**config.mk**
```make
export PLATFORM = sky130hd
export DESIGN_NAME = char_time_gen
export DESIGN_NICKNAME = d
export VERILOG_FILES = /design/src/rtl/ctg_pkg.sv /design/src/rtl/ctg_cfg.sv /design/src/rtl/ctg_count.sv /design/src/rtl/char_time_gen.sv
export SDC_FILE = /design/constraint.sdc
export NUM_CORES = 1
export LEC_CHECK = 0
export BUFFER_PORTS_ARGS = -buffer_cell sky130_fd_sc_hd__buf_2
export CAP_MARGIN = 10
export CORE_MARGIN = 4
export CORE_UTILIZATION = 64
export DETAILED_ROUTE_END_ITERATION = 8
export PLACE_DENSITY_LB_ADDON = 0.1
export SLEW_MARGIN = 20
export SYNTH_ARGS = -nofsm -noshare
export SYNTH_HDL_FRONTEND = slang
export SYNTH_SLANG_ARGS = --single-unit
```
**constraint.sdc**
```tcl
create_clock -name clk -period 7.2 [get_ports clk]
set_input_delay 1.44 -clock clk [delete_from_list [all_inputs] [get_ports clk]]
set_output_delay 1.44 -clock clk [all_outputs]
set_load 0.005 [all_outputs]
```
**src/rtl/ctg_pkg.sv**
```systemverilog
package ctg_pkg;
  localparam int MODE_W    = 8;
  localparam int CKS_W     = 2;
  localparam int STOP_BIT  = 3;
  localparam int PAR_BIT   = 5;
  localparam int SHORT_BIT = 6;
  localparam int MAX_BITS  = 11;

  typedef struct packed {
    logic             short_data;
    logic             parity;
    logic             two_stop;
    logic [CKS_W-1:0] cks;
  } frame_cfg_t;

  function automatic frame_cfg_t decode_mode(input logic [MODE_W-1:0] m);
    frame_cfg_t f;
    f.short_data = m[SHORT_BIT];
    f.parity     = m[PAR_BIT];
    f.two_stop   = m[STOP_BIT];
    f.cks        = m[CKS_W-1:0];
    return f;
  endfunction

  // data bits + optional parity + one or two stop bits
  function automatic int unsigned frame_bits(input frame_cfg_t f);
    int unsigned b;
    b = f.short_data ? 32'd7 : 32'd8;
    if (f.parity) b = b + 32'd1;
    b = b + (f.two_stop ? 32'd2 : 32'd1);
    return b;
  endfunction

  // clocks per bit; a zero rate behaves as one
  function automatic int unsigned bit_clocks(input frame_cfg_t f,
                                             input int unsigned rate,
                                             input int unsigned scale);
    int unsigned r;
    r = (rate == 32'd0) ? 32'd1 : rate;
    return (scale * r) << (32'd2 * 32'(f.cks));
  endfunction

  function automatic int unsigned char_clocks(input frame_cfg_t f,
                                              input int unsigned rate,
                                              input int unsigned scale);
    return frame_bits(f) * bit_clocks(f, rate, scale);
  endfunction
endpackage

```
**src/rtl/ctg_cfg.sv**
```systemverilog
module ctg_cfg #(
  parameter int RATE_W     = 8,
  parameter int BIT_SCALE  = 32,
  parameter int RESET_RATE = 255,
  parameter int CNT_W      = 23
) (
  input  logic                      clk,
  input  logic                      rst_n,
  input  logic                      mode_wr,
  input  logic [ctg_pkg::MODE_W-1:0] mode_i,
  input  logic                      rate_wr,
  input  logic [RATE_W-1:0]         rate_i,
  output logic [CNT_W-1:0]          char_clks
);
  import ctg_pkg::*;

  frame_cfg_t        frame_q, frame_nxt;
  logic [RATE_W-1:0] rate_q, rate_nxt;

  always_comb begin
    frame_nxt = mode_wr ? decode_mode(mode_i) : frame_q;
    rate_nxt  = rate_wr ? rate_i : rate_q;
  end

  // the period is computed from the incoming byte so it is valid right after the write edge
  always_ff @(posedge clk or negedge rst_n) begin
    if (!rst_n) begin
      frame_q   <= frame_cfg_t'('0);
      rate_q    <= RATE_W'(RESET_RATE);
      char_clks <= CNT_W'(char_clocks(frame_cfg_t'('0), 32'(RESET_RATE),
                                      32'(BIT_SCALE)));
    end else if (mode_wr || rate_wr) begin
      frame_q   <= frame_nxt;
      rate_q    <= rate_nxt;
      char_clks <= CNT_W'(char_clocks(frame_nxt, 32'(rate_nxt), 32'(BIT_SCALE)));
    end
  end
endmodule

```
**src/rtl/ctg_count.sv**
```systemverilog
module ctg_count #(
  parameter int CNT_W = 23
) (
  input  logic             clk,
  input  logic             rst_n,
  input  logic             load,
  input  logic [CNT_W-1:0] period,
  output logic [CNT_W-1:0] cnt,
  output logic             expire
);
  localparam logic [CNT_W-1:0] ONE = CNT_W'(1);

  logic last_tick;
  assign last_tick = (cnt == ONE) && !load;

  always_ff @(posedge clk or negedge rst_n) begin
    if (!rst_n) begin
      cnt    <= '0;
      expire <= 1'b0;
    end else begin
      expire <= last_tick;
      if (load)            cnt <= period;
      else if (cnt != '0)  cnt <= cnt - ONE;
    end
  end
endmodule

```
**src/rtl/char_time_gen.sv**
```systemverilog
module char_time_gen #(
  parameter int RATE_W     = 8,
  parameter int BIT_SCALE  = 32,
  parameter int RESET_RATE = 255,
  localparam int MAX_DIV   = 1 << (2 * ((1 << ctg_pkg::CKS_W) - 1)),
  localparam int MAX_CLKS  = ctg_pkg::MAX_BITS * BIT_SCALE * ((1 << RATE_W) - 1) * MAX_DIV,
  localparam int CNT_W     = $clog2(MAX_CLKS + 1)
) (
  input  logic                       clk,
  input  logic                       rst_n,
  input  logic                       mode_wr,
  input  logic [ctg_pkg::MODE_W-1:0] mode_i,
  input  logic                       rate_wr,
  input  logic [RATE_W-1:0]          rate_i,
  input  logic                       rx_en,
  input  logic                       tx_start,
  input  logic                       rx_start,
  output logic                       tx_done,
  output logic                       rx_ready
);
  logic [CNT_W-1:0] char_q;
  logic [CNT_W-1:0] tx_cnt, rx_cnt;
  logic             tx_load, rx_load, rx_expire;

  ctg_cfg #(
    .RATE_W(RATE_W), .BIT_SCALE(BIT_SCALE), .RESET_RATE(RESET_RATE), .CNT_W(CNT_W)
  ) u_cfg (
    .clk(clk), .rst_n(rst_n),
    .mode_wr(mode_wr), .mode_i(mode_i),
    .rate_wr(rate_wr), .rate_i(rate_i),
    .char_clks(char_q)
  );

  assign tx_load  = tx_start;
  assign rx_ready = rx_en && (rx_cnt == '0);
  assign rx_load  = rx_start && rx_ready;

  ctg_count #(.CNT_W(CNT_W)) u_tx (
    .clk(clk), .rst_n(rst_n), .load(tx_load), .period(char_q),
    .cnt(tx_cnt), .expire(tx_done)
  );

  ctg_count #(.CNT_W(CNT_W)) u_rx (
    .clk(clk), .rst_n(rst_n), .load(rx_load), .period(char_q),
    .cnt(rx_cnt), .expire(rx_expire)
  );
endmodule

```
# After elaboration in Yosys (flattened, before gate mapping)
# Cells that the tools add are included.
[classes] shifts=1 n_addsub=4 muxes=11 reduce_logical=11 eq_ne=1 n_mul=1
[op_table] cell="23-bit two-way mux" count=4
[op_table] cell="32-bit two-way mux" count=2
[op_table] cell="23-bit nonzero test" count=2
[op_table] cell="23-bit by 1-bit subtractor with 23-bit output, second input constant" count=2
[op_table] cell="32-bit by 1-bit adder with 32-bit output, second input constant" count=1
[op_table] cell="32-bit adder" count=1
[op_table] cell="32-bit by 32-bit multiplier with 23-bit output" count=1
[op_table] cell="32-bit by 3-bit left shift with 32-bit output" count=1
[op_table] cell="23-bit by 1-bit == test with 1-bit output, second input constant" count=1
[op_table] cell="23-bit zero test" count=1
[op_table] cell="8-bit two-way mux" count=2
[op_table] cell="8-bit zero test" count=1
[op_table] cell="5-bit two-way mux" count=1
[op_table] cell="4-bit two-way mux" count=1
[op_table] cell="2-bit nonzero test" count=2
[op_table] cell="1-bit logical AND" count=3
[op_table] cell="2-bit two-way mux" count=1
[op_table] cell="1-bit zero test" count=1
[op_table] cell="1-bit logical OR" count=1
[totals] in_bits=23 register_bits=83 wordCells=38 output_inout_bits=2

# Depth between registers and ports, before layout
# Gate-level depths: netlist of run 1.
[logic_depth] ltp_word=7 ltp_mapped=27 depth_no_buf=26

# Cells and area by module
# Synthesis of run 1 repeated with hierarchy kept, for this count alone.
[hier_totals] cells_unflattened=791 hier_area_um2=7179.4
[modules_own_cells] mod="ctg_cfg" cells_each=460 seq_area_each_um2=795.8 area_per_inst_um2=4319.1 n_inst=1
[modules_own_cells] mod="ctg_count at u_rx" cells_each=159 seq_area_each_um2=600.6 area_per_inst_um2=1380.1 n_inst=1
[modules_own_cells] mod="ctg_count at u_tx" cells_each=161 seq_area_each_um2=600.6 area_per_inst_um2=1380.1 n_inst=1
[modules_own_cells] mod="char_time_gen" cells_each=11 seq_area_each_um2=0.0 area_per_inst_um2=100.1 n_inst=1

# Worst setup path before layout of run 1
# OpenSTA, ideal clock, no wires.
[synth_path] path_kind="in2reg" from="input mode_wr" to="register u_cfg.char_clks[21]" n_path_buf=2 path_stages=24 setup_time_ns=0.133 arrival_ns=7.612 setup_slack_ns=-0.545 required_time_ns=7.067 path_cell_list="clkbuf_1 mux2_2 ha_1 ha_1 nor2_1 xnor2_1 clkbuf_1 nor2_1 fa_1 fa_1 ha_1 ha_1 inv_1 fa_1 fa_1 inv_1 ha_1 ha_1 and2_1 a311oi_1 o21ai_0 a31oi_1 xor2_1 o21ai_0"
[synth_lines] item="from (decl)" line="char_time_gen.sv:11" text="input logic mode_wr,"
[synth_lines] item="to (signal assigned)" line="ctg_cfg.sv:30" text="char_clks <= CNT_W'(char_clocks(frame_cfg_t'('0), 32'(RESET_RATE),"
[synth_lines] item="to (signal assigned)" line="ctg_cfg.sv:35" text="char_clks <= CNT_W'(char_clocks(frame_nxt, 32'(rate_nxt), 32'(BIT_SCALE)));"
[synth_lines] item="to (decl)" line="ctg_cfg.sv:13" text="output logic [CNT_W-1:0] char_clks"

==> impl_metrics.yaml, run 1 <==
yosys:
  syn_avg_cell_area_sq_um: 9.445
  synth_top_area_share_pct: 22.72
  synthCells: 723
  yosys-top-cells-count: "94 x ha_1, 74 x nor2_1, 71 x inv_1, 66 x nand2_1, 62 x dfrtp_1"
  yosysMostFrequentCell: "ha_1"
  synthTopCellsByArea: "dfrtp_1 23%, ha_1 17%, fa_1 11%, dfstp_2 6.2%, nor2_1 4.1%"
  ys_warn_count: 0
  synth_edf_count: 0
  syn_area_sq_um: 6829
  synthArstFlopShare_pct: 100.0
  synth_seq_cells: 78
  synth-main-ff-cell: "dfrtp_1"
  ys_seq_area_share_pct: 28.88
  syn_nets: 877
  synth_top_area_cell: "dfrtp_1"
  yosys.cell_types.count: 54
critical_path:
  endpoint_kind: "register"
  cp_slowest_stage_delay_ns: 0.53
  cp-start-kind: "input port"
  cp.required_ns: 7.43
  cp_common_cell: "ha_1"
  cp_max_fo: 5
  critPathTopFamily: "adder cells"
  criticalPathCategory: "input port to register"
  worstPathArrival_ns: 7.19
  cp_num_buf_inv: 6
  cp_slowest_cell: "or3b_2"
clock_tree:
  clockBufferDepth: 2
  cts-root-buf: "clkbuf_8"
  cts_made_buffers: 9
  path_clk_slew_ns: 0.08
  postCtsHoldBufs: 0
  cts_tree: "yes"
  clock_sinks: 78
  htree_num_levels: 3
  clk_latency_ns: 0.36
min_path:
  min_path_type: "register to register"
floorplan:
  coreArea_sq_um: 10370
  die_y_microns: 111.3
  boundaryPins: 25
  dieArea_sq_um: 12390
  initial_utilization_pct: 65.85
  num_rows: 37
  die_x_microns: 111.3
sta:
  finalSetupViolCount: 0
  drv_slew: 0
  worst_pin_slew_ns: 0.9591
  fmax_ghz: 0.1436
  setup_slack_ns: 0.2340
  hold_viol: 0
  relSlewSlack_pct: 36.06
  min_period_ns: 6.966
  fin_skew_ns: 0.01329
  layout_worst_path_cycle_share_pct: 96.75
cells_and_area:
  areaGrowthSynthToFinish_pct: 15.81
  final_nets: 948
  utilization_pct: 76.27
  drive_gt1_share_pct: 21.40
  num_antenna_cells: 0
placed_design:
  io_buffers: 21
  place.gp.congestion: 0.8622
  post-place-ws_ns: -0.4464
  dp.final_hpwl_microns: 11520
grt:
  gr-total-overflow: 0
  grt_pass1_wl_microns: 25940
  grt_pass1_vias: 5640
  grt_antenna_before_repair: 0
  grt_max_degree: 79
  track_usage_pct: 25.32
outcome:
  outcome: "completed"
job:
  drv_cap: 0
power:
  power_leakage_nw: 3.899
  p_switching_uw: 830.5
  pwr-share-seq_pct: 30.6
  p_per_area_nw_per_um2: 265.7
  combPwrFrac_pct: 51.9
  internal-power_mw: 1.271
  swShare_pct: 39.52
  clkPwrFrac_pct: 17.5
  worst_ir_drop_vdd_mv: 0.1312
routing:
  vias_per_cell: 5.748
  dr_total_vias: 5374
  drc: 0
  firstDrtPassIters: 5
  wl_microns: 14830
  drt_iter0_drc: 373
  wl_per_cell_microns: 15.86
  antenna_left: 0
[layout make-up]
class                   instances  area [sq um]
well taps                     136         170.2
fillers                       719          2461
clock inverters                 5         82.58
inverters                      71         266.5
multi-input cells             551          4688
clock buffers                  11         141.4
flip-flops and latches         78          1972
repair buffers                 83         588.1
[power by group through the flow]
| stage | logic [mW] | registers (mW) | clock network, mW |
|---|---|---|---|
| 2_1_floorplan | 0.769 | 0.608 | 0 |
| 6_report | 1.09 | 0.643 | 0.368 |
| 3_3_place_gp | 1.01 | 0.644 | 0 |
| 3_5_place_dp | 1.06 | 0.650 | 0 |
| 4_1_cts | 1.09 | 0.643 | 0.371 |
| 5_1_grt | 1.25 | 0.655 | 0.396 |
[final timing paths]
| path | from | cells past startpoint | to | slack [ns] |
|---|---|---|---|---|
| setup reg to reg | u_cfg.frame_q[3] | 25 | u_cfg.char_clks[22] | 1.13 |
| setup / recovery | mode_wr | 26 | u_cfg.char_clks[22] | 0.23 |
| min in group asynchronous | rst_n | 1 | u_tx.cnt[20] | 1.21 |
| hold reg to reg | u_rx.cnt[2] | 1 | u_rx.cnt[2] | 0.50 |
| hold / removal | u_rx.cnt[2] | 1 | u_rx.cnt[2] | 0.50 |
| max in group asynchronous | rst_n | 1 | u_tx.cnt[12] | 5.35 |
[metal layers]
metal | global-route usage (%) | up-vias | routed length (microns)
met1 | 29.97 | 2624 | 6101
met3 | 4.913 | 37 | 502
met2 | 45.88 | 117 | 7837
met4 | 8.435 | 0 | 385
li1 | - | 2596 | -
met5 | 0 | - | 0
[cells by family after synthesis]
group,share of synthesized area (%)
compound gates,9.124
xor+xnor,5.900
fa+ha+maj,28.07
buf+inv,5.332
flops,28.88
mux,4.471
simple gates,18.23
[stage by stage]
step / hold WS (ns) / setup TNS [ns] / total power, mW / cell area (sq um) / cells
finish: 0.4973 / 0 / 2.102 / 7909 / 935
global route: 0.5167 / -0.05310 / 2.301 / 7909 / 935
CTS: 0.4913 / 0 / 2.100 / 7801 / 930
detailed placement: 0.4760 / -1.060 / 1.715 / 7570 / 914
global placement: 0.4640 / -0.6582 / 1.651 / 7570 / 914
floorplan: 0.4465 / 0 / 1.377 / 6982 / 723
[state kept, by name, summed over array words and instances (netlist names)]
name and count:
u_rx.cnt 23, u_tx.cnt 23, u_cfg.char_clks 18, u_cfg.rate_q 8
u_cfg.frame_q 5, u_tx.expire 1
[placed cells by master (no fill, tap or decap), types with 5 or more instances in the layout]
master    count
a211o_1       5
nand3_1       7
ha_4          7
clkbuf_8     10
o21ai_0      30
nor4_1        9
and2_1       10
fa_1         37
mux2i_1       6
or3_1         7
dfstp_2      16
nor3_1       20
buf_2        19
inv_1        70
mux2_2       18
dfrtp_1      62
xnor2_1      26
a21oi_1      12
buf_4        62
and3_1        9
o31ai_1       6
ha_1         87
nand2_1      66
xor2_1       18
nor2_1       70
nor2b_1       9
nand2b_1     12
[worst reg2reg max path, stage by stage, from the launching register on]
cell and delay [ns]:
dfrtp_1 0.38, mux2_4 0.28, inv_2 0.08, ha_4 0.16, ha_4 0.14, nor2_4 0.04
buf_12 0.13, or3b_2 0.53, nor2_2 0.13, fa_1 0.42, ha_1 0.30, ha_1 0.15
inv_1 0.06, fa_1 0.53, inv_1 0.04, ha_1 0.31, fa_1 0.49, ha_1 0.32
ha_1 0.25, a211o_1 0.28, o211ai_1 0.12, buf_4 0.17, o21ai_2 0.07, o41ai_2 0.27
xnor2_1 0.19, o21ai_1 0.09
[timing repair]
action,in CTS,in global routing
setup endpoints to repair,1,4
resized for setup,1,14
buffers inserted,0,4
pin swaps,0,9
cloned,0,1
Note: power is estimated with default switching activity, not from simulation.
==> run 2: changes to the inputs <==
--- a/config.mk
+++ b/config.mk
@@ -12,4 +12,5 @@
 export DETAILED_ROUTE_END_ITERATION = 8
 export PLACE_DENSITY_LB_ADDON = 0.1
+export RECOVER_POWER = 50
 export SLEW_MARGIN = 20
 export SYNTH_ARGS = -nofsm -noshare
==> constraint.sdc (replaced) <==
create_clock -name clk -period 7.2 [get_ports clk]
set_input_delay 1.44 -clock clk [delete_from_list [all_inputs] [get_ports clk]]
set_output_delay 1.44 -clock clk [all_outputs]
set_load 0.1 [all_outputs]
==> run 2 against run 1 <==
Effect of this change:
- cell count stayed put
- total power hardly changed
- via count is 0.22% higher
- die area stayed put
- fmax hardly changed
- clock-buffer cell count stayed put
- core utilization stayed put
- first-iteration DRC count is 0.80% higher
- sequential cell count stayed put
- critical endpoint unchanged
==> impl_metrics.yaml, run 2 (same netlist as run 1, synthesis figures left out) <==
routing:
  antenna_left: 0
  drt_iter0_drc: 376
  vias_per_cell: 5.760
  wl_per_cell_microns: 15.85
  dr_total_vias: 5386
  firstDrtPassIters: 7
  drc: 0
  wl_microns: 14820
min_path:
  min_delay_path_depth: 1
  min_path_type: "register to register"
  min_to: "u_rx.cnt[2]"
  hold_start: "u_rx.cnt[2]"
cells_and_area:
  mostFrequentLayoutCells: "87 x ha_1, 70 x inv_1, 70 x nor2_1, 66 x nand2_1"
  layout_top_registers: "u_rx.cnt: 23 flops, u_tx.cnt: 23 flops, u_cfg.char_clks: 18 flops"
  mostFrequentLayoutCell: "ha_1"
  final_area_sq_um: 7909
  areaGrowthSynthToFinish_pct: 15.81
  final_nets: 948
  drive_gt1_share_pct: 21.28
  num_antenna_cells: 0
power:
  worst_ir_drop_vdd_mv: 0.1312
  p_switching_uw: 830.0
  p_per_area_nw_per_um2: 265.6
  pwr-share-seq_pct: 30.6
  internal-power_mw: 1.271
  total_power_mw: 2.101
  power_leakage_nw: 3.899
  swShare_pct: 39.50
  combPwrFrac_pct: 51.9
  clkPwrFrac_pct: 17.5
critical_path:
  r2r_start: "u_cfg.frame_q[3]"
  cp.required_ns: 7.43
  criticalPathCategory: "input port to register"
  worstPathArrival_ns: 7.19
  worstReg2RegEnd: "u_cfg.char_clks[22]"
  cp-start-kind: "input port"
  endpoint_kind: "register"
  reg2reg_depth: 25
  rrSetupSlack_ns: 1.13
  cp_max_fo: 5
grt:
  track_usage_pct: 25.32
  gr-total-overflow: 0
  grt_max_degree: 79
  grt_antenna_before_repair: 0
  grt_pass1_vias: 5640
  grt_pass1_wl_microns: 25940
sta:
  relSlewSlack_pct: 36.53
  layout_worst_path_cycle_share_pct: 96.76
  hold_viol: 0
  fin_skew_ns: 0.01299
  hold_slack_ns: 0.4986
  fmax_ghz: 0.1435
  drv_slew: 0
  finalSetupViolCount: 0
  worst_pin_slew_ns: 0.9521
  min_period_ns: 6.967
placed_design:
  dp.final_hpwl_microns: 11520
  place.gp.congestion: 0.8622
  io_buffers: 21
  placed_cell_area_sq_um: 7570
outcome:
  outcome: "completed"
clock_tree:
  path_clk_slew_ns: 0.08
  htree_num_levels: 3
  clk_latency_ns: 0.36
  clockBufferDepth: 2
  clock_sinks: 78
  cts-root-buf: "clkbuf_8"
  cts_made_buffers: 9
  cts_tree: "yes"
floorplan:
  num_rows: 37
  initial_utilization_pct: 65.85
  boundaryPins: 25
  coreArea_sq_um: 10370
  dieArea_sq_um: 12390
  die_x_microns: 111.3
  die_y_microns: 111.3
job:
  drv_cap: 0
[run 2: worst max path at each step]
stage / start / endpoint / slack (ns) / cells past startpoint
global placement: mode_wr / u_cfg.char_clks[22] / -0.32 / 24
finish: mode_wr / u_cfg.char_clks[22] / 0.23 / 26
CTS: mode_wr / u_cfg.char_clks[22] / 0.007 / 23
global route: mode_wr / u_cfg.char_clks[22] / -0.04 / 26
floorplan: mode_wr / u_cfg.char_clks[22] / 0.003 / 24
detailed placement: mode_wr / u_cfg.char_clks[22] / -0.45 / 24
[run 2: stage by stage]
| step | setup WS (ns) | utilization [%] | TNS (ns) | cells |
|---|---|---|---|---|
| floorplan | 0.002855 | - | 0 | 723 |
| global placement | -0.3201 | 73.00 | -0.6582 | 914 |
| detailed placement | -0.4464 | 73.00 | -1.060 | 914 |
| CTS | 0.006963 | 75.23 | 0 | 930 |
| global route | -0.04167 | 76.27 | -0.05310 | 935 |
| finish | 0.2330 | 76.27 | 0 | 935 |
[run 2: area by class of cell]
type | instances | area [sq um]
multi-input cells | 551 | 4688
well taps | 136 | 170.2
clock buffers | 11 | 141.4
repair buffers | 83 | 588.1
flip-flops and latches | 78 | 1972
clock inverters | 5 | 82.58
fillers | 719 | 2461
inverters | 71 | 266.5
[run 2: worst max-delay path, stage by stage]
cell,delay (ns)
clkbuf_4,0.16
mux2_4,0.32
inv_2,0.08
ha_4,0.16
ha_4,0.14
nor2_4,0.04
buf_12,0.13
or3b_2,0.53
nor2_2,0.13
fa_1,0.42
ha_1,0.30
ha_1,0.15
inv_1,0.06
fa_1,0.53
inv_1,0.04
ha_1,0.31
fa_1,0.49
ha_1,0.32
ha_1,0.25
a211o_1,0.28
o211ai_1,0.12
buf_4,0.17
o21ai_2,0.07
o41ai_2,0.27
xnor2_1,0.19
o21ai_1,0.09
[run 2: timing repair]
| item | in CTS | in global routing |
|---|---|---|
| gates resized for setup | 1 | 14 |
| endpoints found under the setup margin | 1 | 4 |
| cloned | 0 | 1 |
| setup buffers | 0 | 4 |
| hold buffers | 0 | 0 |
| pin swaps | 0 | 9 |
[run 2: per-layer routing]
metal  part of all wire [%]  global-route usage [%]
met5                      0                       0
met4                    2.6                   8.435
met3                    3.6                   4.913
met1                     41                   29.97
met2                     53                   45.88
[run 2: power by group through the flow]
stage / clock network, mW / registers [mW] / logic, mW
finish: 0.367 / 0.643 / 1.09
floorplan: 0 / 0.608 / 0.769
global route: 0.396 / 0.655 / 1.25
CTS: 0.371 / 0.643 / 1.09
global placement: 0 / 0.644 / 1.01
detailed placement: 0 / 0.650 / 1.06
